--- src/rtl/bca_pkg.sv ---
package bca_pkg;
  typedef enum logic [1:0] {
    RG_RAM  = 2'b00,
    RG_XMEM = 2'b01,
    RG_XIO  = 2'b10,
    RG_PERI = 2'b11
  } region_e;

  // bit 2 dma, bit 1 operand data, bit 0 fetch
  typedef struct packed {
    logic       load;
    logic [2:0] pick;
    logic       step;
  } strobe_t;
endpackage

--- src/rtl/bca_ctrl.sv ---
module bca_ctrl
  import bca_pkg::*;
(
  input  logic       clk,
  input  logic       rstN,
  input  logic [2:0] req,
  input  logic       cntZero,
  input  logic       ramFetch,
  output strobe_t    strb,
  output logic [2:0] gnt,
  output logic       done
);
  logic busy;
  logic first;
  logic stretch;

  // fixed priority: dma over data over fetch
  always_comb begin
    strb.pick = 3'b000;
    if (req[2])      strb.pick = 3'b100;
    else if (req[1]) strb.pick = 3'b010;
    else if (req[0]) strb.pick = 3'b001;
  end

  always_comb begin
    strb.load = !busy && (|req);
    stretch   = busy && first && ramFetch && (req[2] || req[1]);
    done      = busy && cntZero && !stretch;
    strb.step = busy && !cntZero;
  end

  always_ff @(posedge clk) begin
    if (!rstN) begin
      busy  <= 1'b0;
      first <= 1'b0;
      gnt   <= 3'b000;
    end else if (strb.load) begin
      busy  <= 1'b1;
      first <= 1'b1;
      gnt   <= strb.pick;
    end else if (done) begin
      busy  <= 1'b0;
      first <= 1'b0;
      gnt   <= 3'b000;
    end else if (busy) begin
      first <= 1'b0;
    end
  end
endmodule

--- src/rtl/bca_datapath.sv ---
module bca_datapath
  import bca_pkg::*;
#(
  parameter int AW = 16,
  parameter int DW = 32,
  parameter int WW = 3,
  parameter int XMEM_MIN = 2,
  parameter int XIO_MIN = 3,
  parameter logic [DW-1:0] NOP_WORD = '0,
  localparam int CW = WW + 2
) (
  input  logic          clk,
  input  logic          rstN,
  input  strobe_t       strb,
  input  logic [AW-1:0] addrDma,
  input  logic [AW-1:0] addrData,
  input  logic [AW-1:0] addrFetch,
  input  logic [WW-1:0] extMemWait,
  input  logic [WW-1:0] extIoWait,
  input  logic [DW-1:0] busRdData,
  output logic          cntZero,
  output logic          ramFetch,
  output logic          suppress,
  output logic [AW-1:0] busAddr,
  output logic [CW-1:0] waitCnt,
  output logic [DW-1:0] rdData
);
  logic [AW-1:0] selAddr;
  region_e       selRegion;
  logic [CW-1:0] selLen;
  region_e       regionQ;
  logic          fetchQ;
  logic [AW-1:0] addrQ;
  logic [CW-1:0] cnt;

  always_comb begin
    if (strb.pick[2])      selAddr = addrDma;
    else if (strb.pick[1]) selAddr = addrData;
    else                   selAddr = addrFetch;
    selRegion = region_e'(selAddr[AW-1 -: 2]);
    case (selRegion)
      RG_XMEM: selLen = CW'(XMEM_MIN) + CW'(extMemWait);
      RG_XIO:  selLen = CW'(XIO_MIN) + CW'(extIoWait);
      default: selLen = CW'(1);
    endcase
  end

  always_ff @(posedge clk) begin
    if (!rstN) begin
      addrQ   <= '0;
      regionQ <= RG_RAM;
      fetchQ  <= 1'b0;
      cnt     <= '0;
    end else if (strb.load) begin
      addrQ   <= selAddr;
      regionQ <= selRegion;
      fetchQ  <= strb.pick[0];
      cnt     <= selLen - CW'(1);
    end else if (strb.step) begin
      cnt <= cnt - CW'(1);
    end
  end

  always_comb begin
    cntZero  = (cnt == '0);
    ramFetch = fetchQ && (regionQ == RG_RAM);
    suppress = fetchQ && (regionQ == RG_PERI);
    busAddr  = addrQ;
    waitCnt  = cnt;
    rdData   = suppress ? NOP_WORD : busRdData;
  end
endmodule

--- src/rtl/bus_cycle_arbiter.sv ---
module bus_cycle_arbiter
  import bca_pkg::*;
#(
  parameter int AW = 16,
  parameter int DW = 32,
  parameter int WW = 3,
  parameter int XMEM_MIN = 2,
  parameter int XIO_MIN = 3,
  parameter logic [DW-1:0] NOP_WORD = '0
) (
  input  logic          clk,
  input  logic          rstN,
  input  logic          reqDma,
  input  logic          reqData,
  input  logic          reqFetch,
  input  logic [AW-1:0] addrDma,
  input  logic [AW-1:0] addrData,
  input  logic [AW-1:0] addrFetch,
  input  logic [WW-1:0] extMemWait,
  input  logic [WW-1:0] extIoWait,
  input  logic [DW-1:0] busRdData,
  output logic [2:0]    gnt,
  output logic [AW-1:0] busAddr,
  output logic          busValid,
  output logic [WW+1:0] waitCnt,
  output logic          done,
  output logic [DW-1:0] rdData
);
  strobe_t strb;
  logic    cntZero;
  logic    ramFetch;
  logic    suppress;

  bca_ctrl u_ctrl (
    .clk      (clk),
    .rstN     (rstN),
    .req      ({reqDma, reqData, reqFetch}),
    .cntZero  (cntZero),
    .ramFetch (ramFetch),
    .strb     (strb),
    .gnt      (gnt),
    .done     (done)
  );

  bca_datapath #(
    .AW(AW), .DW(DW), .WW(WW),
    .XMEM_MIN(XMEM_MIN), .XIO_MIN(XIO_MIN), .NOP_WORD(NOP_WORD)
  ) u_dp (
    .clk        (clk),
    .rstN       (rstN),
    .strb       (strb),
    .addrDma    (addrDma),
    .addrData   (addrData),
    .addrFetch  (addrFetch),
    .extMemWait (extMemWait),
    .extIoWait  (extIoWait),
    .busRdData  (busRdData),
    .cntZero    (cntZero),
    .ramFetch   (ramFetch),
    .suppress   (suppress),
    .busAddr    (busAddr),
    .waitCnt    (waitCnt),
    .rdData     (rdData)
  );

  assign busValid = (|gnt) && !suppress;
endmodule

--- config.mk ---
export PLATFORM = sky130hd
export DESIGN_NAME = bus_cycle_arbiter
export DESIGN_NICKNAME = d
export VERILOG_FILES = /design/src/rtl/bca_pkg.sv /design/src/rtl/bca_ctrl.sv /design/src/rtl/bca_datapath.sv /design/src/rtl/bus_cycle_arbiter.sv
export SDC_FILE = /design/constraint.sdc
export NUM_CORES = 1
export LEC_CHECK = 0
export BUFFER_PORTS_ARGS = -buffer_cell sky130_fd_sc_hd__buf_2
export CORE_MARGIN = 2
export CORE_UTILIZATION = 39
export CTS_CLUSTER_SIZE = 8
export DETAILED_ROUTE_END_ITERATION = 10
export MAX_ROUTING_LAYER = met4
export PLACE_DENSITY = 0.8
export REMOVE_ABC_BUFFERS = 1
export SLEW_MARGIN = 30
export SYNTH_ARGS = -nofsm -noshare
export SYNTH_HDL_FRONTEND = slang
export SYNTH_SLANG_ARGS = --single-unit
--- constraint.sdc ---
create_clock -name clk -period 3.2 [get_ports clk]
set_clock_uncertainty 0.2 [all_clocks]
set_input_delay 0.32 -clock clk [delete_from_list [all_inputs] [get_ports clk]]
set_output_delay 0.32 -clock clk [all_outputs]
set_load 0.005 [all_outputs]
==> run summary, run 1 <==
Outcome: finished clean
Period utilization: 77.2%
Most frequent cells in the layout: 148 x buf_2, 53 x nand2_1, 33 x and2_1, 27 x dfxtp_1, 19 x o21ai_0
Synth warnings: 0
# nets final: 482
Die area: 0.00527 mm^2
Critical path data arrival time: 1.95 ns
#FFs+latches synth: 27
Max_slew headroom: 46.5%
# diodes: 0
Minimum clock period: 2.47 ns
DIE WIDTH: 72.6 um
Post-Syn Instances: 246
Largest family of logic cells by synthesized area: simple AND/OR/NAND/NOR gates
Number of global-route vias before repair: 2017
Distinct cells, synth: 35
Hold Path Depth: 3
Simple-gate share of the synthesized area: 30.8%
VDD IR max: 0.202 mV
Top FF cell, synth: dfxtp_1
First-pass GRT wire length: 8670 um
Mux contribution to synthesized area: 8.17%
Design area: 0.00263 mm^2
Post-synth EDFFs: 0
DP Area: 0.00258 mm^2
Worst setup SP type: flop
Num ports: 149
DR iter-0 viols: 117
CTS tree: built
Slew @ Worst Pin: 0.792 ns
DR vias: 2212
CP required: 2.68 ns
Core Area: 0.00444 mm^2
Residual DRC: 0
Commonest non-fill, non-tap cell in the layout: buf_2
Max Slew Vio Count: 0
Sinks on Clock Net: 27
Worst-path clk slew: 0.09 ns
Worst-skew pair later-pin latency: 0.27 ns
Pwr Density: 436 mW/mm^2
DR pass1 iterations: 4
Sequential cell area fraction in the yosys report: 29.4%
Die Span Y: 72.6 um
Worst reg2reg setup slack: 1.15 ns
Routed wire length per instance: 13.2 um
Synthesized-area fraction occupied by adder cells: 3.41%
CTS Buffer Depth: 2
Slowest CP cell: o41ai_1
Worst hold start: addrData[1]
Placement Rows: 24
Layout area overhead: 43.2%
Endpoints failing setup: 0
Hold Vio Cnt, Final: 0
Synthesized area: 0.00184 mm^2
HPWL Detailed: 4730 um
PostCTS Resize Cnt: 0
WS Path Type: flop to output pin
RR Startpoint: u_ctrl.busy
Antenna violations before repair: 0
Share of synthesized registers carrying an async set or reset: 0%
Maximum capacitance violations: 0
Avg Inst Size Synth: 7.47 um^2
Critical R2R Capture: u_dp.waitCnt[4]
Max Fanout on Critical Path: 10
Post-DRT Antenna Nets: 0
Layout cells sized above 1: 40.5%
H-Tree Level Count: 1
Post-CTS Setup Bufs: 0
Register-to-Register Path Depth: 7
Routed WL: 5750 um
Cell Chain, Critical Path: nand2_1 > o41ai_1 > inv_1 > buf_2
Largest net degree at the start of global routing: 34
Setup_tns: 0 ns
Initial core utilization: 41.3%
Port bufs: 148
Num CTS Buffers: 3
Root Buffer Master: clkbuf_8
Remaining global-route overflow: 0
Worst hold path type: input pin to flop
Static leakage: 1.37 nW
CP endpoint kind: output pin
DR vias/cell: 5.06
Fmax: 405 MHz
Worst path max stage delay: 0.72 ns
Global placer's final weighted congestion: 0.883
XOR/XNOR Fraction of Synth Area: 0.954%
Synth Area in Compound Gates: 20.6%
RSZ-0062 raised after global routing: no
Hold buffers post-CTS: 0
GRT Overall Usage: 21.2%
WHS Endpoint: u_dp.busAddr[1]
==> synth_stat cells (5+ instances only) <==
library cell / instances / area, um^2
a21boi_0: 16 / 120
ha_1: 5 / 62.6
a21oi_1: 5 / 25.0
dfxtp_1: 27 / 541
o21ai_0: 19 / 95.1
mux2i_1: 15 / 150
nand3_1: 6 / 30.0
nor2_1: 8 / 30.0
nand2_1: 53 / 199
inv_1: 9 / 33.8
clkbuf_1: 10 / 37.5
and2_1: 33 / 206
==> how the worst max path moves through the flow <==
stage / start / end / depth (start not counted)
after floorplan: reqData / u_dp.waitCnt[4] / 11
after global placement: reqData / u_dp.waitCnt[4] / 12
after detailed placement: reqData / u_dp.waitCnt[4] / 12
after CTS: u_ctrl.busy / done / 4
after global routing: reqData / u_dp.waitCnt[4] / 12
final: u_ctrl.busy / done / 4
==> where the power goes <==
| group | switching, W | internal, W | leakage (nW) | total [W] |
|---|---|---|---|---|
| clock network | 0.000103 | 0.0000892 | 0.0228 | 0.000193 |
| registers | 0.0000620 | 0.000402 | 0.223 | 0.000464 |
| logic | 0.000251 | 0.000239 | 1.13 | 0.000490 |
==> through the flow <==
stage	std cells	utilization, %	setup slack [ns]	hold WS [ns]	total power (W)
5_1_grt	437	59.2	0.495	0.103	0.00124
2_1_floorplan	229	-	0.793	0.248	0.000727
3_5_place_dp	433	58.2	0.469	0.255	0.000963
6_report	437	59.2	0.731	0.107	0.00115
3_3_place_gp	433	58.2	0.537	0.247	0.000950
4_1_cts	437	59.2	0.695	0.103	0.00115
==> layout make-up <==
class | instances | area [um^2]
fillers | 405 | 1810
well taps | 52 | 65.1
repair buffers | 152 | 771
multi-input cells | 193 | 1170
flip-flops and latches | 27 | 541
clock buffers | 4 | 45.0
inverters | 9 | 33.8
==> per-layer routing <==
metal / share of wire, % / vias up / global-route usage (%)
li1: - / 1108 / -
met5: 0 / - / -
met1: 38 / 974 / 21.6
met2: 51 / 118 / 40.7
met4: 2.2 / 0 / 7.41
met3: 8.4 / 12 / 3.31
==> kinds of logic (layout without fill, tap and decap cells) <==
family          after synthesis  after routing
compound gates               56             56
buf+inv                      26            165
simple gates                115            115
flops                        27             27
xor+xnor                      2              2
fa+ha+maj                     5              5
mux                          15             15
==> flip-flops by register name, summed over array words and instances, names as in the netlist <==
signal / cells
u_dp.waitCnt: 5
u_dp.fetchQ: 1
u_ctrl.gnt: 3
u_dp.busAddr: 15
u_dp.regionQ: 1
u_ctrl.busy: 1
u_ctrl.first: 1
==> worst max-delay path, delay by kind of cell (launching register included) <==
kind | cells | cell delay (ns)
buffers and inverters | 2 | 0.31
DFF | 1 | 0.55
AOI/OAI and AO/OA | 1 | 0.72
and+or+nand+nor | 1 | 0.09
No activity file was read; power rests on OpenSTA's default activity.
==> inputs of run 2 (changes only) <==
--- a/config.mk
+++ b/config.mk
@@ -5,13 +5,14 @@
 export SDC_FILE = /design/constraint.sdc
 export NUM_CORES = 1
 export LEC_CHECK = 0
+export ABC_AREA = 1
 export BUFFER_PORTS_ARGS = -buffer_cell sky130_fd_sc_hd__buf_2
 export CORE_MARGIN = 2
-export CORE_UTILIZATION = 39
+export CORE_UTILIZATION = 36
 export CTS_CLUSTER_SIZE = 8
 export DETAILED_ROUTE_END_ITERATION = 10
 export MAX_ROUTING_LAYER = met4
-export PLACE_DENSITY = 0.8
+export PLACE_DENSITY = 0.77
 export REMOVE_ABC_BUFFERS = 1
 export SLEW_MARGIN = 30
 export SYNTH_ARGS = -nofsm -noshare
==> constraint.sdc (replaced) <==
create_clock -name clk -period 2 [get_ports clk]
set_clock_uncertainty 0.2 [all_clocks]
set_input_delay 0.2 -clock clk [delete_from_list [all_inputs] [get_ports clk]]
set_output_delay 0.2 -clock clk [all_outputs]
set_load 0.005 [all_outputs]
==> run 2 against run 1 <==
Net effect:
- clock-buffer cell count down 1
- via count up 11%
- flip-flop and latch count unchanged
- register-to-register slack worse by 0.70 ns
- die area up 13%
- first-iteration DRC count down 17%
- critical path type is now input pin to flop
- critical endpoint is now u_dp.waitCnt[4]
==> run summary, run 2 <==
Top FF cell, synth: dfxtp_1
Residual DRC: 0
Uppermost layer routed: met4
Switch Pwr: 0.000840 W
Area leader, netlist: dfxtp_1
CP endpoint kind: flop
Cells after DPL: 519
Share of the synthesized area in the top cell type: 27.9%
Worst-skew pair later-pin latency: 0.28 ns
Register-to-Register Path Depth: 6
CTS tree: built
Worst setup SP type: input pin
Static leakage: 1.75 nW
Num ports: 149
Worst hold start: addrData[5]
Slowest CP cell: or2_1
Distinct cells, synth: 34
Global placer's final weighted congestion: 0.832
CTS Buffer Depth: 2
Comb pwr share: 50.0%
Worst hold path type: input pin to flop
# diodes: 0
Fillers: 472
Die area: 0.00598 mm^2
Commonest non-fill, non-tap cell in the layout: buf_2
HPWL Detailed: 4660 um
CP required: 1.99 ns
GRT Overall Usage: 20.6%
Max reg flops: 15
DR vias/cell: 4.62
Critical path data arrival time: 1.89 ns
Clock power share: 15.4%
Port bufs: 148
DR vias: 2451
Met1 Wirelength: 2310 um
RR Startpoint: u_ctrl.busy
Synth warnings: 0
Fmax: 528 MHz
WHS Endpoint: u_dp.busAddr[5]
Avg Inst Size Synth: 6.43 um^2
Routed wire length per instance: 11.5 um
Post-synth top cells: 102 x nand2_1, 59 x inv_1, 27 x dfxtp_1
Remaining global-route overflow: 0
Core Area: 0.00514 mm^2
Routed met2 length: 3190 um
Critical R2R Capture: u_dp.busAddr[8]
Antenna violations before repair: 0
Post-DRT Antenna Nets: 0
Num CTS Buffers: 3
Max Fanout on Critical Path: 4
VDD IR max: 0.349 mV
Initial core utilization: 37.7%
Largest net degree at the start of global routing: 34
Int Pwr: 0.00128 W
DR iter-0 viols: 97
Worst-path clk slew: 0.10 ns
Pwr Density: 714 mW/mm^2
Setup_tns: 0 ns
Post-Syn Instances: 301
Synth top area cells: dfxtp_1 28%, nand2_1 20%, inv_1 11%, a41oi_1 5.4%, o21ai_0 4.4%
Sw Ratio: 39.5%
Number of global-route vias before repair: 2408
WS Path Type: input pin to flop
Layout area overhead: 53.6%
Post-synth EDFFs: 0
Top delay family on crit path: simple AND/OR/NAND/NOR gates
Met3 wire len: 483 um
Most frequent cells in the layout: 146 x buf_2, 102 x nand2_1, 55 x inv_1, 27 x dfxtp_1, 17 x o21ai_0
Most frequent cell after synthesis: nand2_1
Routed WL: 6100 um
DR pass1 iterations: 4
Period utilization: 94.7%
Minimum clock period: 1.89 ns
Synthesized area: 0.00194 mm^2
Share of synthesized registers carrying an async set or reset: 0%
Crit path buf inv count: 5
Sinks on Clock Net: 27
Sequential share of power: 34.7%
First-pass GRT wire length: 9910 um
Endpoints failing setup: 0
Max Slew Vio Count: 0
Hold Path Depth: 3
Die Span Y: 77.4 um
DIE WIDTH: 77.4 um
Outcome: finished clean
Maximum capacitance violations: 0
# nets final: 558
Worst reg2reg setup slack: 0.45 ns
Slew @ Worst Pin: 0.360 ns
Max_slew headroom: 76.0%
Root Buffer Master: clkbuf_8
Worst path max stage delay: 0.26 ns
Sequential cell area fraction in the yosys report: 27.9%
Post-route insts no fill: 531
#FFs+latches synth: 27
Placement Rows: 26
H-Tree Level Count: 1
Cell Chain, Critical Path: buf_6 > nor2_8 > inv_1 > or2_1 > o221ai_4 > inv_2 > ha_4 > inv_4 > nand3_4 > o21ai_4 > ha_4 > nand3_2 > inv_2 > nand3_1 > nand2_1 > nor2_1
Layout cells sized above 1: 43.4%
Hold Vio Cnt, Final: 0
==> run 2: per-stage QoR <==
step	hold slack [ns]	util, %	total power, W	cell area, um^2	worst slack, ns
after floorplan	0.0976	-	0.00130	1850	-0.252
after global placement	0.273	54.2	0.00172	2780	-0.289
after detailed placement	0.285	54.2	0.00174	2780	-0.353
after CTS	0.0000131	56.7	0.00209	2910	0.00353
after global routing	0.00972	57.9	0.00229	2980	-0.00755
final	0.00499	57.9	0.00212	2980	0.105
==> run 2: worst register-to-register path: cells and delay by family, from the launching register on <==
family / cells / cell delay [ns]
AOI/OAI and AO/OA: 2 / 0.33
DFF: 1 / 0.32
and+or+nand+nor: 1 / 0.10
buffers and inverters: 3 / 0.51
==> run 2: power by group through the flow <==
stage          combinational [W]  sequential, W  clock [W]
4_1_cts                  0.00102       0.000737   0.000336
3_5_place_dp            0.000997       0.000745          0
5_1_grt                  0.00119       0.000753   0.000351
3_3_place_gp            0.000975       0.000741          0
2_1_floorplan           0.000558       0.000747          0
6_report                 0.00106       0.000736   0.000326
==> run 2: cell families after synthesis <==
group	count (synthesis)	synth area share (%)
buf+inv	76	16.6
simple gates	143	34.9
compound gates	50	17.3
flops	27	27.9
fa+ha+maj	5	3.23
==> run 2: area by class of cell <==
cell class | instances | area (um^2) | share of cell area, %
inverter | 62 | 238 | 7.99
tap | 70 | 87.6 | 2.94
clock buffer | 3 | 41.3 | 1.39
timing repair buffer | 170 | 936 | 31.5
sequential | 27 | 541 | 18.2
multi-input combinational | 198 | 1130 | 37.9
clock inverter | 1 | 5.00 | 0.168
==> run 2: worst max path at each step <==
stage	from	end	slack, ns	depth (start not counted)
after floorplan	reqDma	u_dp.waitCnt[4]	-0.25	15
after global placement	reqDma	u_dp.waitCnt[4]	-0.29	16
after detailed placement	reqDma	u_dp.waitCnt[4]	-0.35	16
after CTS	reqDma	u_dp.waitCnt[4]	0.004	16
after global routing	reqDma	u_dp.waitCnt[4]	-0.008	16
final	reqDma	u_dp.waitCnt[4]	0.11	16
==> run 2: timing repair <==
action | CTS | global route
hold endpoints to repair | 6 | 0
resized for setup | 4 | 14
hold buffers | 7 | 0
cloned | 0 | 0
pin swaps | 0 | 5
setup endpoints to repair | 1 | 3
setup buffers | 0 | 1
==> run 2: metal layers <==
metal  vias up  track usage (%)
met5         -                -
met4         0             8.75
met3        10             3.37
met2       126             38.8
met1      1064             21.0
li1       1251                -
